## config.mk

```make
export PLATFORM = sky130hd
export DESIGN_NAME = slv_bus_tx
export DESIGN_NICKNAME = d
export VERILOG_FILES = /design/src/rtl/slv_tx_pkg.sv /design/src/rtl/slv_tx_edge.sv /design/src/rtl/slv_tx_line_seq.sv /design/src/rtl/slv_tx_byte_seq.sv /design/src/rtl/slv_bus_tx.sv
export SDC_FILE = /design/constraint.sdc
export NUM_CORES = 1
export LEC_CHECK = 0
export BUFFER_PORTS_ARGS = -buffer_cell sky130_fd_sc_hd__buf_4
export CAP_MARGIN = 30
export CORE_UTILIZATION = 46
export CTS_CLUSTER_DIAMETER = 80
export DETAILED_ROUTE_END_ITERATION = 16
export GPL_TIMING_DRIVEN = 1
export PLACE_DENSITY = 0.76
export SYNTH_ARGS = -nofsm -noshare
export SYNTH_HDL_FRONTEND = slang
export SYNTH_SLANG_ARGS = --single-unit
```

## constraint.sdc

```tcl
create_clock -name clk_i -period 2.2 [get_ports clk_i]
set_clock_uncertainty 0.15 [all_clocks]
set_input_delay 0.44 -clock clk_i [delete_from_list [all_inputs] [get_ports clk_i]]
set_output_delay 0.44 -clock clk_i [all_outputs]
set_load 0.1 [all_outputs]
```

## src/rtl/slv_tx_pkg.sv

```systemverilog
package slv_tx_pkg;
  typedef enum logic [1:0] {
    PH_LOAD   = 2'd0,
    PH_SETUP  = 2'd1,
    PH_STROBE = 2'd2,
    PH_HOLD   = 2'd3
  } phase_e;
endpackage

```

## src/rtl/slv_tx_edge.sv

```systemverilog
module slv_tx_edge (
  input  logic clk_i,
  input  logic rst_ni,
  input  logic sig_i,
  output logic fall_o
);
  logic sig_q;

  always_ff @(posedge clk_i or negedge rst_ni) begin
    if (!rst_ni) sig_q <= 1'b0;
    else         sig_q <= sig_i;
  end

  assign fall_o = sig_q & ~sig_i;
endmodule

```

## src/rtl/slv_tx_line_seq.sv

```systemverilog
module slv_tx_line_seq #(
  parameter int IDLE_LINES = 7,
  parameter int XFER_LINES = 4
) (
  input  logic clk_i,
  input  logic rst_ni,
  input  logic hs_fall_i,
  input  logic cap_start_i,
  input  logic cap_done_i,
  input  logic train_done_i,
  output logic start_o,
  output logic first_o,
  output logic kill_o,
  output logic latch_en_o
);
  localparam int CNT_W      = $clog2(IDLE_LINES + 1);
  localparam int FIRST_XFER = IDLE_LINES - XFER_LINES;

  logic             armed_q, xfer_q, last_q;
  logic [CNT_W-1:0] line_q;
  logic             line_go, in_window, final_line;

  assign kill_o     = cap_start_i | cap_done_i;
  assign line_go    = hs_fall_i & armed_q & ~kill_o;
  assign in_window  = (line_q >= CNT_W'(FIRST_XFER)) && (line_q < CNT_W'(IDLE_LINES));
  assign start_o    = line_go & in_window;
  assign first_o    = line_go & (line_q == CNT_W'(FIRST_XFER));
  assign final_line = line_go & (line_q == CNT_W'(IDLE_LINES - 1));
  assign latch_en_o = xfer_q;

  always_ff @(posedge clk_i or negedge rst_ni) begin
    if (!rst_ni) begin
      armed_q <= 1'b0;
      xfer_q  <= 1'b0;
      last_q  <= 1'b0;
      line_q  <= '0;
    end else if (cap_start_i) begin
      armed_q <= 1'b0;
      xfer_q  <= 1'b0;
      last_q  <= 1'b0;
      line_q  <= '0;
    end else if (cap_done_i) begin
      armed_q <= 1'b1;
      xfer_q  <= 1'b0;
      last_q  <= 1'b0;
      line_q  <= '0;
    end else begin
      if (line_go) begin
        line_q <= line_q + CNT_W'(1);
        if (line_q == CNT_W'(IDLE_LINES - 1)) armed_q <= 1'b0;
      end
      if (first_o)    xfer_q <= 1'b1;
      if (final_line) last_q <= 1'b1;
      // the last line's burst closes the transfer phase
      if (train_done_i && last_q) begin
        xfer_q <= 1'b0;
        last_q <= 1'b0;
      end
    end
  end
endmodule

```

## src/rtl/slv_tx_byte_seq.sv

```systemverilog
module slv_tx_byte_seq
  import slv_tx_pkg::*;
#(
  parameter int DATA_W  = 8,
  parameter int LANES   = 3,
  parameter int SAMPLES = 24,
  parameter int DEPTH   = 96,
  localparam int WORD_W = DATA_W * LANES,
  localparam int ADDR_W = $clog2(DEPTH)
) (
  input  logic              clk_i,
  input  logic              rst_ni,
  input  logic              start_i,
  input  logic              first_i,
  input  logic              kill_i,
  output logic [ADDR_W-1:0] rd_addr_o,
  input  logic [WORD_W-1:0] rd_data_i,
  output logic [DATA_W-1:0] bus_o,
  output logic [LANES-1:0]  strobe_o,
  output logic              busy_o,
  output logic              done_o
);
  localparam int LANE_W = (LANES > 1) ? $clog2(LANES) : 1;
  localparam int SMP_W  = (SAMPLES > 1) ? $clog2(SAMPLES) : 1;

  phase_e            phase_q;
  logic              run_q;
  logic [LANE_W-1:0] lane_q;
  logic [SMP_W-1:0]  smp_q;
  logic [ADDR_W-1:0] ptr_q;
  logic [WORD_W-1:0] word_q;
  logic              last_lane, last_smp;

  assign last_lane = lane_q == LANE_W'(LANES - 1);
  assign last_smp  = smp_q == SMP_W'(SAMPLES - 1);
  assign done_o    = run_q && (phase_q == PH_HOLD) && last_lane && last_smp;
  assign busy_o    = run_q;
  assign rd_addr_o = ptr_q;
  assign bus_o     = (run_q && phase_q != PH_LOAD) ? word_q[WORD_W-1 -: DATA_W] : '0;

  // byte n of a sample pairs with strobe LANES-1-n
  for (genvar g = 0; g < LANES; g++) begin : g_stb
    assign strobe_o[g] = run_q && (phase_q == PH_STROBE) && (lane_q == LANE_W'(LANES - 1 - g));
  end

  always_ff @(posedge clk_i or negedge rst_ni) begin
    if (!rst_ni) begin
      run_q   <= 1'b0;
      phase_q <= PH_LOAD;
      lane_q  <= '0;
      smp_q   <= '0;
      ptr_q   <= '0;
      word_q  <= '0;
    end else if (kill_i) begin
      run_q   <= 1'b0;
      phase_q <= PH_LOAD;
      lane_q  <= '0;
      smp_q   <= '0;
      word_q  <= '0;
    end else if (start_i) begin
      run_q   <= 1'b1;
      phase_q <= PH_LOAD;
      lane_q  <= '0;
      smp_q   <= '0;
      if (first_i) ptr_q <= '0;
    end else if (run_q) begin
      unique case (phase_q)
        PH_LOAD: begin
          word_q  <= rd_data_i;
          ptr_q   <= ptr_q + ADDR_W'(1);
          lane_q  <= '0;
          phase_q <= PH_SETUP;
        end
        PH_SETUP:  phase_q <= PH_STROBE;
        PH_STROBE: phase_q <= PH_HOLD;
        PH_HOLD: begin
          word_q <= word_q << DATA_W;
          if (last_lane) begin
            lane_q  <= '0;
            phase_q <= PH_LOAD;
            if (last_smp) begin
              run_q <= 1'b0;
              smp_q <= '0;
            end else begin
              smp_q <= smp_q + SMP_W'(1);
            end
          end else begin
            lane_q  <= lane_q + LANE_W'(1);
            phase_q <= PH_SETUP;
          end
        end
        default: phase_q <= PH_LOAD;
      endcase
    end
  end
endmodule

```

## src/rtl/slv_bus_tx.sv

```systemverilog
module slv_bus_tx #(
  parameter int DATA_W           = 8,
  parameter int LANES            = 3,
  parameter int SAMPLES_PER_LINE = 24,
  parameter int IDLE_LINES       = 7,
  parameter int XFER_LINES       = 4,
  localparam int WORD_W = DATA_W * LANES,
  localparam int DEPTH  = SAMPLES_PER_LINE * XFER_LINES,
  localparam int ADDR_W = $clog2(DEPTH)
) (
  input  logic              clk_i,
  input  logic              rst_ni,
  input  logic              hsync_i,
  input  logic              cap_start_i,
  input  logic              cap_done_i,
  output logic [ADDR_W-1:0] rd_addr_o,
  input  logic [WORD_W-1:0] rd_data_i,
  output logic [DATA_W-1:0] bus_o,
  output logic [LANES-1:0]  strobe_o,
  output logic              latch_en_o,
  output logic              busy_o
);
  logic hs_fall, start, first, kill, train_done;

  slv_tx_edge u_edge (
    .clk_i  (clk_i),
    .rst_ni (rst_ni),
    .sig_i  (hsync_i),
    .fall_o (hs_fall)
  );

  slv_tx_line_seq #(
    .IDLE_LINES (IDLE_LINES),
    .XFER_LINES (XFER_LINES)
  ) u_line (
    .clk_i        (clk_i),
    .rst_ni       (rst_ni),
    .hs_fall_i    (hs_fall),
    .cap_start_i  (cap_start_i),
    .cap_done_i   (cap_done_i),
    .train_done_i (train_done),
    .start_o      (start),
    .first_o      (first),
    .kill_o       (kill),
    .latch_en_o   (latch_en_o)
  );

  slv_tx_byte_seq #(
    .DATA_W  (DATA_W),
    .LANES   (LANES),
    .SAMPLES (SAMPLES_PER_LINE),
    .DEPTH   (DEPTH)
  ) u_byte (
    .clk_i     (clk_i),
    .rst_ni    (rst_ni),
    .start_i   (start),
    .first_i   (first),
    .kill_i    (kill),
    .rd_addr_o (rd_addr_o),
    .rd_data_i (rd_data_i),
    .bus_o     (bus_o),
    .strobe_o  (strobe_o),
    .busy_o    (busy_o),
    .done_o    (train_done)
  );
endmodule

```

==> results by group, run 1 <==
Clock tree
  – CTS tree: yes
  – Clk_lat worst skew: 310 ps
  – Root buffer cell: clkbuf_8
  – Num CTS Buffers: 5
  – Clk slew on worst S/H paths: 100 ps
  – Clock Path Buffers: 2
  – Clk sinks: 48
  – H-Tree Depth: 2

Timing
  – Max frequency: 0.4653 GHz
  – Hold violation count in the final report: 46
  – Final Max Tran Viols: 0
  – Tmin final: 2149 ps
  – Fin crit share: 0.9769
  – Final setup violation count: 0
  – Worst hold margin: -18.05 ps
  – Relative slew margins: 0.5874
  – Worst-margin pin slew: 618.9 ps

Routing
  – Via Count: 2066
  – Drt first pass iters: 4
  – Antenna-violating nets left: 0
  – Starting DRT DRC Count: 125
  – DRT Wirelength: 5820 µm
  – Vias/cell: 5.466
  – Residual DRC: 0
  – DR WL/cell: 15.40 µm

Yosys
  – Yosys Warn Count: 0
  – Syn_nets: 287
  – Synth Area per Inst: 9.969 µm²
  – Seq cells post-synth: 48
  – Synth Cell Area: 2482 µm²
  – Post-synth cell types: 36
  – Register area share after synthesis: 0.4839
  – Mapped Cells: 249

Power
  – Pwr dens: 528.7 nW/µm²
  – Pwr Total: 1.774 mW
  – Worst VDD drop: 0.0003551 V
  – Static Leak: 1.410 nW

Placement
  – Post-place instance area: 3020 µm²
  – Port bufs: 48
  – Routability cong.: 0.8560
  – Dpl hpwl: 3730 µm

Run status
  – Violated checks: hold timing
  – Status: complete, but fails checks

Global route
  – Largest net degree at the start of global routing: 49
  – Total gr overflow: 0
  – Vias in the first global route: 1914
  – First-pass GRT wire length: 8949 µm
  – Antenna violations before repair: 0
  – Tot GR Track Use: 0.2133

Critical path
  – Critical-path maximum fanout: 8
  – CP arrival: 1560 ps
  – Worst Setup End Kind: output pin
  – RR Startpoint: u_line.line_q[0]$_DFFE_PN0P_
  – Critical Path Start: u_byte.phase_q[0]$_DFFE_PN0P_
  – Worst setup SP type: flop
  – Required time of the worst setup path: 1610 ps
  – Critical Setup Path Class: flop to output pin
  – R2R depth: 7

Hold path
  – Worst hold path class: primary input to asynchronous set/reset pin

Run
  – Max capacitance violation total: 0

Finish
  – Post-Route Utilization: 0.6529
  – Filler instances: 423
  – Design area: 3356 µm²
  – Diode count: 0
  – Nets@finish: 345
  – Layout cell share with drive strength beyond 1: 0.2955
  – Area Growth Syn to Fin: 35.18%

Die
  – # IOs: 49
  – DIE HEIGHT: 75.46 µm
  – DIE WIDTH: 75.46 µm
  – Initial core utilization: 0.4830
  – Die Footprint: 5694 µm²
  – Std-Cell Rows: 26
  – CORE AREA: 5140 µm²
## cell usage in the layout, fill, tap and decap left out, types with 5 or more instances in the layout
cell,count
nand3b_1,8
nor3_1,5
nor2_1,28
nand2_1,11
o21ai_0,11
a21oi_1,16
buf_4,55
and2_4,8
ha_1,8
nand3_1,5
mux2i_1,21
a211oi_1,20
clkbuf_8,5
dfrtp_1,47
buf_12,9
## routing by layer
layer,vias up,global-route usage,part of all wire
li1,1013,-,-
met4,0,0.09053,0.016
met5,-,0,0
met2,46,0.3403,0.49
met1,999,0.2833,0.45
met3,8,0.04497,0.041
## Yosys cell counts
| cell | number | area [µm²] |
|---|---|---|
| a211o_1 | 1 | 8.760 |
| a211oi_1 | 20 | 150.1 |
| a21boi_0 | 1 | 7.510 |
| a21boi_1 | 1 | 7.510 |
| a21oi_1 | 16 | 80.08 |
| a22oi_1 | 2 | 15.01 |
| a31oi_1 | 2 | 12.51 |
| and2_1 | 8 | 50.05 |
| and3_1 | 1 | 6.260 |
| and3b_1 | 1 | 8.760 |
| and4b_1 | 2 | 20.02 |
| buf_2 | 8 | 40.04 |
| clkbuf_1 | 7 | 26.28 |
| dfrtp_1 | 48 | 1201 |
| ha_1 | 9 | 112.6 |
| inv_1 | 5 | 18.77 |
| mux2i_1 | 21 | 210.2 |
| nand2_1 | 12 | 45.04 |
| nand2b_1 | 3 | 18.77 |
| nand3_1 | 5 | 25.02 |
| nand3b_1 | 8 | 60.06 |
| nand4_1 | 4 | 25.02 |
| nand4b_1 | 2 | 17.52 |
| nor2_1 | 29 | 108.9 |
| nor2b_1 | 3 | 18.77 |
| nor3_1 | 6 | 30.03 |
| nor3b_1 | 2 | 15.01 |
| nor4bb_1 | 1 | 10.01 |
| o211ai_1 | 1 | 7.510 |
| o21ai_0 | 11 | 55.05 |
| o2bb2ai_1 | 3 | 26.28 |
| o31ai_1 | 1 | 7.510 |
| or2_0 | 1 | 6.260 |
| or3_1 | 2 | 12.51 |
| xnor2_1 | 1 | 8.760 |
| xor2_1 | 1 | 8.760 |
## stage by stage
| stage | hold WS (ps) | cells | setup TNS [ps] | worst slack [ps] |
|---|---|---|---|---|
| CTS | 7.946 | 373 | 0 | 23.24 |
| global placement | 313.0 | 363 | 0 | 177.1 |
| global route | 37.52 | 378 | -43.14 | -8.126 |
| detailed placement | 325.2 | 363 | 0 | 93.05 |
| finish | -18.05 | 378 | 0 | 50.84 |
| floorplan | -5.591 | 249 | -124.3 | -84.75 |
## path summary, 6_finish.rpt
kind | end | slack, ps
max reg2reg | u_byte.word_q[2]$_DFFE_PN0P_ | 100
min | u_byte.lane_q[1]$_DFFE_PN0P_ | -20
min in group clk_i | u_edge.sig_q$_DFF_PN0_ | 90
min reg2reg | u_byte.rd_addr_o[6]$_DFFE_PN0P_ | 340
max in group asynchronous | u_byte.busy_o$_DFF_PN0_ | 1450
max | bus_o[0] | 50
## power by group
part	total (mW)	switching, mW	internal [mW]
Sequential	0.887	0.00219	0.885
Clock	0.786	0.328	0.458
Combinational	0.101	0.0554	0.0454
Total	1.77	0.386	1.39
## critical path: stages, from the launching register on
cell and delay (ps):
dfrtp_1 370, inv_2 80, ha_4 170, nor2b_1 120, buf_4 180, and2_4 170
buf_12 160
## sequential cells by signal, indices dropped and copies added, names as in the netlist, 2 cells and up
signal            flops
u_byte.phase_q        2
u_byte.lane_q         2
u_byte.word_q        24
u_byte.smp_q          5
u_line.line_q         3
u_byte.rd_addr_o      7
## cell families (layout without fill, tap and decap cells)
group                      count (synthesis)  in the layout  synth area share
xor gates and xnor gates                   2              2          0.007058
buffers and inverters                     20             79           0.03428
muxes                                     21             21           0.08468
DFF                                       48             48            0.4839
and+or+nand+nor                           90             90            0.1925
AOI/OAI and AO/OA                         59             59            0.1522
adders and majority gates                  9              9           0.04536
## final cells by class
cell class / count / area, µm² / share of cell area
Multi-Input combinational cell: 181 / 1277 / 0.3807
Sequential cell: 48 / 1205 / 0.3591
Timing Repair Buffer: 66 / 629.4 / 0.1875
Tap cell: 70 / 87.58 / 0.02610
Clock buffer: 5 / 68.82 / 0.02051
Clock inverter: 3 / 68.82 / 0.02051
Inverter: 5 / 18.77 / 0.005593
## timing repair
item / 4_1_cts / 5_1_grt
gates cloned: 0 / 1
hold buffers: 0 / 0
pin swaps: 0 / 2
setup buffers: 2 / 4
gates resized for setup: 26 / 11
endpoints found under the setup margin: 9 / 19
No activity file was read; power rests on OpenSTA's default activity.
==> run 2, diff against run 1 <==
--- a/config.mk
+++ b/config.mk
@@ -7,11 +7,13 @@
 export LEC_CHECK = 0
 export BUFFER_PORTS_ARGS = -buffer_cell sky130_fd_sc_hd__buf_4
 export CAP_MARGIN = 30
-export CORE_UTILIZATION = 46
+export CORE_UTILIZATION = 35
 export CTS_CLUSTER_DIAMETER = 80
 export DETAILED_ROUTE_END_ITERATION = 16
 export GPL_TIMING_DRIVEN = 1
-export PLACE_DENSITY = 0.76
+export PLACE_DENSITY = 0.62
+export REMOVE_ABC_BUFFERS = 1
 export SYNTH_ARGS = -nofsm -noshare
 export SYNTH_HDL_FRONTEND = slang
+export SYNTH_HIERARCHICAL = 1
 export SYNTH_SLANG_ARGS = --single-unit
==> run 2 against run 1 <==
Net effect: the flow still finishes with violations (hold timing); worst hold slack improved by 7.0 ps; first-iteration DRC count down 22%; synthesized area rose by 1.6%; clock power down 5.2%; cell area up 3.9%; worst setup slack lost 33 ps; register-to-register slack worse by 80 ps; final cell count rose by 5.6%; critical path type is now flop to flop; largest cell class unchanged.
==> results by group, run 2 <==
Yosys
  – Post-synthesis simple-gate area fraction: 0.1896 (-0.002962)
  – Compound-gate portion of the synthesized area: 0.1370 (-0.01525)
  – Synth Area per Inst: 10.73 µm² (+7.6%)
  – Register area share after synthesis: 0.4764 (-0.007444)
  – Ys async rst share: 1.000 (unchanged)
  – Seq cells post-synth: 48 (unchanged)
  – Main combinational cell family by area after synthesis: simple AND/OR/NAND/NOR gates
  – Adder-Cell Fraction of Synth Area: 0.04467 (-0.0006979)
  – Top post-synthesis cells by area: dfrtp_1, mux2i_1, nor2_1
  – Post-synth top cells: dfrtp_1, nor2_1, mux2i_1
  – Most common cell in the netlist: dfrtp_1
  – Synth Area in XOR/XNOR: 0.02084 (+0.01379)
  – Mapped Cells: 235 (-5.6%)
  – Yosys Warn Count: 6 (+6)
  – Top cell type's share of synthesized area: 0.4764 (-0.007444)
  – Post-synth cell types: 45 (+25%)
  – Number of flops mapped to enable cells by yosys: 0 (unchanged)
  – Most area-hungry cell type in the Yosys netlist: dfrtp_1
  – Synth Cell Area: 2521 µm² (+1.6%)
  – Most used flip-flop cell after synthesis: dfrtp_1
  – Mux share of post-synthesis cell area: 0.07990 (-0.004777)

Clock tree
  – Clk slew on worst S/H paths: 90 ps (about the same)
  – Root buffer cell: clkbuf_8
  – Clock Path Buffers: 2 (unchanged)
  – Clk sinks: 48 (unchanged)
  – Clk_lat worst skew: 300 ps (about the same)
  – H-Tree Depth: 2 (unchanged)
  – CTS tree: yes
  – Num CTS Buffers: 5 (unchanged)

Global route
  – First-pass GRT wire length: 9018 µm (+0.77%)
  – Tot GR Track Use: 0.1547 (-0.05861)
  – Total gr overflow: 0 (unchanged)
  – Largest net degree at the start of global routing: 49 (unchanged)
  – Vias in the first global route: 1889 (-1.3%)
  – Antenna violations before repair: 0 (unchanged)

Critical path
  – R2R depth: 10 (+3)
  – Cell family with the largest share of critical-path delay: compound AO/OA/AOI/OAI gates
  – Critical-path maximum fanout: 5 (-3)
  – CP Depth: 10 (+4)
  – CP peak stage delay: 400 ps (+30 ps)
  – CP arrival: 2250 ps (+690 ps)
  – Worst setup SP type: flop
  – Worst Setup End Kind: flop
  – Crit path buffers/inverters: 3 (unchanged)
  – Critical path, cell by cell: ha_2, ha_4, a211oi_2, a311oi_2, buf_4, nor3_4, buf_6, buf_8, nor2_2, a211oi_1
  – Slowest CP cell: dfrtp_1
  – Required time of the worst setup path: 2270 ps (+660 ps)
  – Critical Setup Path Class: flop to flop

Timing
  – Final Max Tran Viols: 0 (unchanged)
  – Max frequency: 0.4582 GHz (-1.5%)
  – RSZ-0062 raised after global routing: true
  – Worst-margin pin slew: 600.9 ps (-18.00 ps)
  – Relative slew margins: 0.5994 (+0.01200)
  – Worst hold margin: -11.01 ps (+7.039 ps)
  – Final setup violation count: 0 (unchanged)
  – Hold violation count in the final report: 24 (-48%)
  – Tmin final: 2183 ps (+33.41 ps)
  – Fin crit share: 0.9921 (+0.01519)

Run status
  – Violated checks: hold timing
  – Status: complete, but fails checks

Power
  – Net Sw Frac: 0.2049 (-0.01273)
  – Register share of total power: 0.509 (+0.009)
  – Pwr dens: 499.2 nW/µm² (-5.6%)
  – Clk pwr share: 0.428 (-0.015)
  – Net Sw Power: 0.3565 mW (-7.7%)
  – Worst VDD drop: 0.0004385 V (+23%)
  – Combinational Power Share: 0.063 (+0.006)
  – Internal Power: 1.384 mW (-0.33%)
  – Pwr Total: 1.740 mW (-1.9%)
  – Static Leak: 1.546 nW (+9.6%)

Finish
  – Diode count: 0 (unchanged)
  – Reg with most FFs: u_byte/word_q
  – Area Growth Syn to Fin: 38.26%
  – Nets@finish: 341 (-1.2%)
  – Filler instances: 603 (+43%)
  – Layout cell share with drive strength beyond 1: 0.4125 (+0.1171)
  – Largest register FFs: 24 (unchanged)
  – Commonest non-fill, non-tap cells in the layout: buf_4, dfrtp_1, nor2_1
  – Seq. cell area: 1201 µm² (-0.31%)
  – Area of the multi-input gates: 1304 µm² (+2.1%)
  – Commonest non-fill, non-tap cell in the layout: buf_4

Placement
  – Routability cong.: 0.7428 (-13%)
  – Dpl hpwl: 3730 µm (about the same)
  – Port bufs: 48 (unchanged)

Routing
  – Via Count: 1988 (-3.8%)
  – Vias/cell: 4.982 (-8.8%)
  – Residual DRC: 0 (unchanged)
  – DRT Wirelength: 5506 µm (-5.4%)
  – Antenna-violating nets left: 0 (unchanged)
  – Starting DRT DRC Count: 98 (-22%)
  – DR WL/cell: 13.80 µm (-10%)
  – Drt first pass iters: 4 (unchanged)

Run
  – Max capacitance violation total: 0 (unchanged)

Die
  – CORE AREA: 6869 µm² (+34%)
  – Die Footprint: 7546 µm² (+33%)
  – DIE HEIGHT: 86.87 µm (+15%)
  – Std-Cell Rows: 30 (+15%)
  – Initial core utilization: 0.3670 (-0.1159)
  – # IOs: 49 (unchanged)
  – DIE WIDTH: 86.87 µm (+15%)

Hold path
  – Worst hold path class: primary input to asynchronous set/reset pin
run 2: layout make-up:
cell class	instances	share of cell area
multi-input cells	166	0.3740
flip-flops and latches	48	0.3446
repair buffers	75	0.2024
well taps	96	0.03446
clock buffers	5	0.01974
clock inverters	2	0.01723
inverters	7	0.007538
run 2: repair_timing:
action,CTS,global route
setup endpoints to repair,36,30
gates cloned,1,1
setup buffers,7,3
pin swaps,4,15
hold buffers,0,0
gates resized for setup,29,38
run 2: final timing paths:
check	end	slack, ps	startpoint
setup / recovery	u_byte/word_q[13]$_DFFE_PN0P_	20	u_line/line_q[0]$_DFFE_PN0P_
hold / removal	u_byte/rd_addr_o[4]$_DFFE_PN0P_	-10	rst_ni
setup reg to reg	u_byte/word_q[13]$_DFFE_PN0P_	20	u_line/line_q[0]$_DFFE_PN0P_
hold reg to reg	u_line/latch_en_o$_DFFE_PN0P_	350	u_line/last_q$_DFFE_PN0P_
max in group asynchronous	u_byte/lane_q[1]$_DFFE_PN0P_	1510	rst_ni
min in group clk_i	u_edge/sig_q$_DFF_PN0_	110	hsync_i
run 2: through the flow:
step | utilization | TNS [ps] | cell area, µm² | worst slack, ps | cells
2_1_floorplan | - | -20810 | 2417 | -1874 | 221
3_3_place_gp | 0.4415 | -1805 | 3033 | -154.9 | 383
3_5_place_dp | 0.4415 | -2277 | 3033 | -164.8 | 383
4_1_cts | 0.4831 | -51.98 | 3318 | -18.35 | 397
5_1_grt | 0.5075 | -248.5 | 3486 | -34.04 | 399
6_report | 0.5075 | 0 | 3486 | 17.43 | 399
run 2: metal layers:
metal	track usage	vias up	part of all wire	wire length, µm
met3	0.03981	5	0.047	259
met2	0.2591	35	0.49	2688
met1	0.1969	979	0.46	2507
li1	-	969	-	-
met5	0	-	0	0
met4	0.04545	0	0.0091	50
run 2: cell families (layout without fill, tap and decap cells):
group	after synthesis	in the layout
AND/OR/NAND/NOR	86	86
XOR/XNOR	6	6
buffers and inverters	21	89
AO/OA/AOI/OAI	45	45
flip-flops	48	48
multiplexers	20	20
adder cells (fa/ha/maj)	9	9
run 2: power groups by stage:
stage	sequential (mW)	combinational, mW	clock, mW
6_report	0.886	0.109	0.745
5_1_grt	0.887	0.120	0.808
4_1_cts	0.886	0.108	0.763
3_5_place_dp	0.903	0.106	0
3_3_place_gp	0.903	0.105	0
2_1_floorplan	0.906	0.0274	0
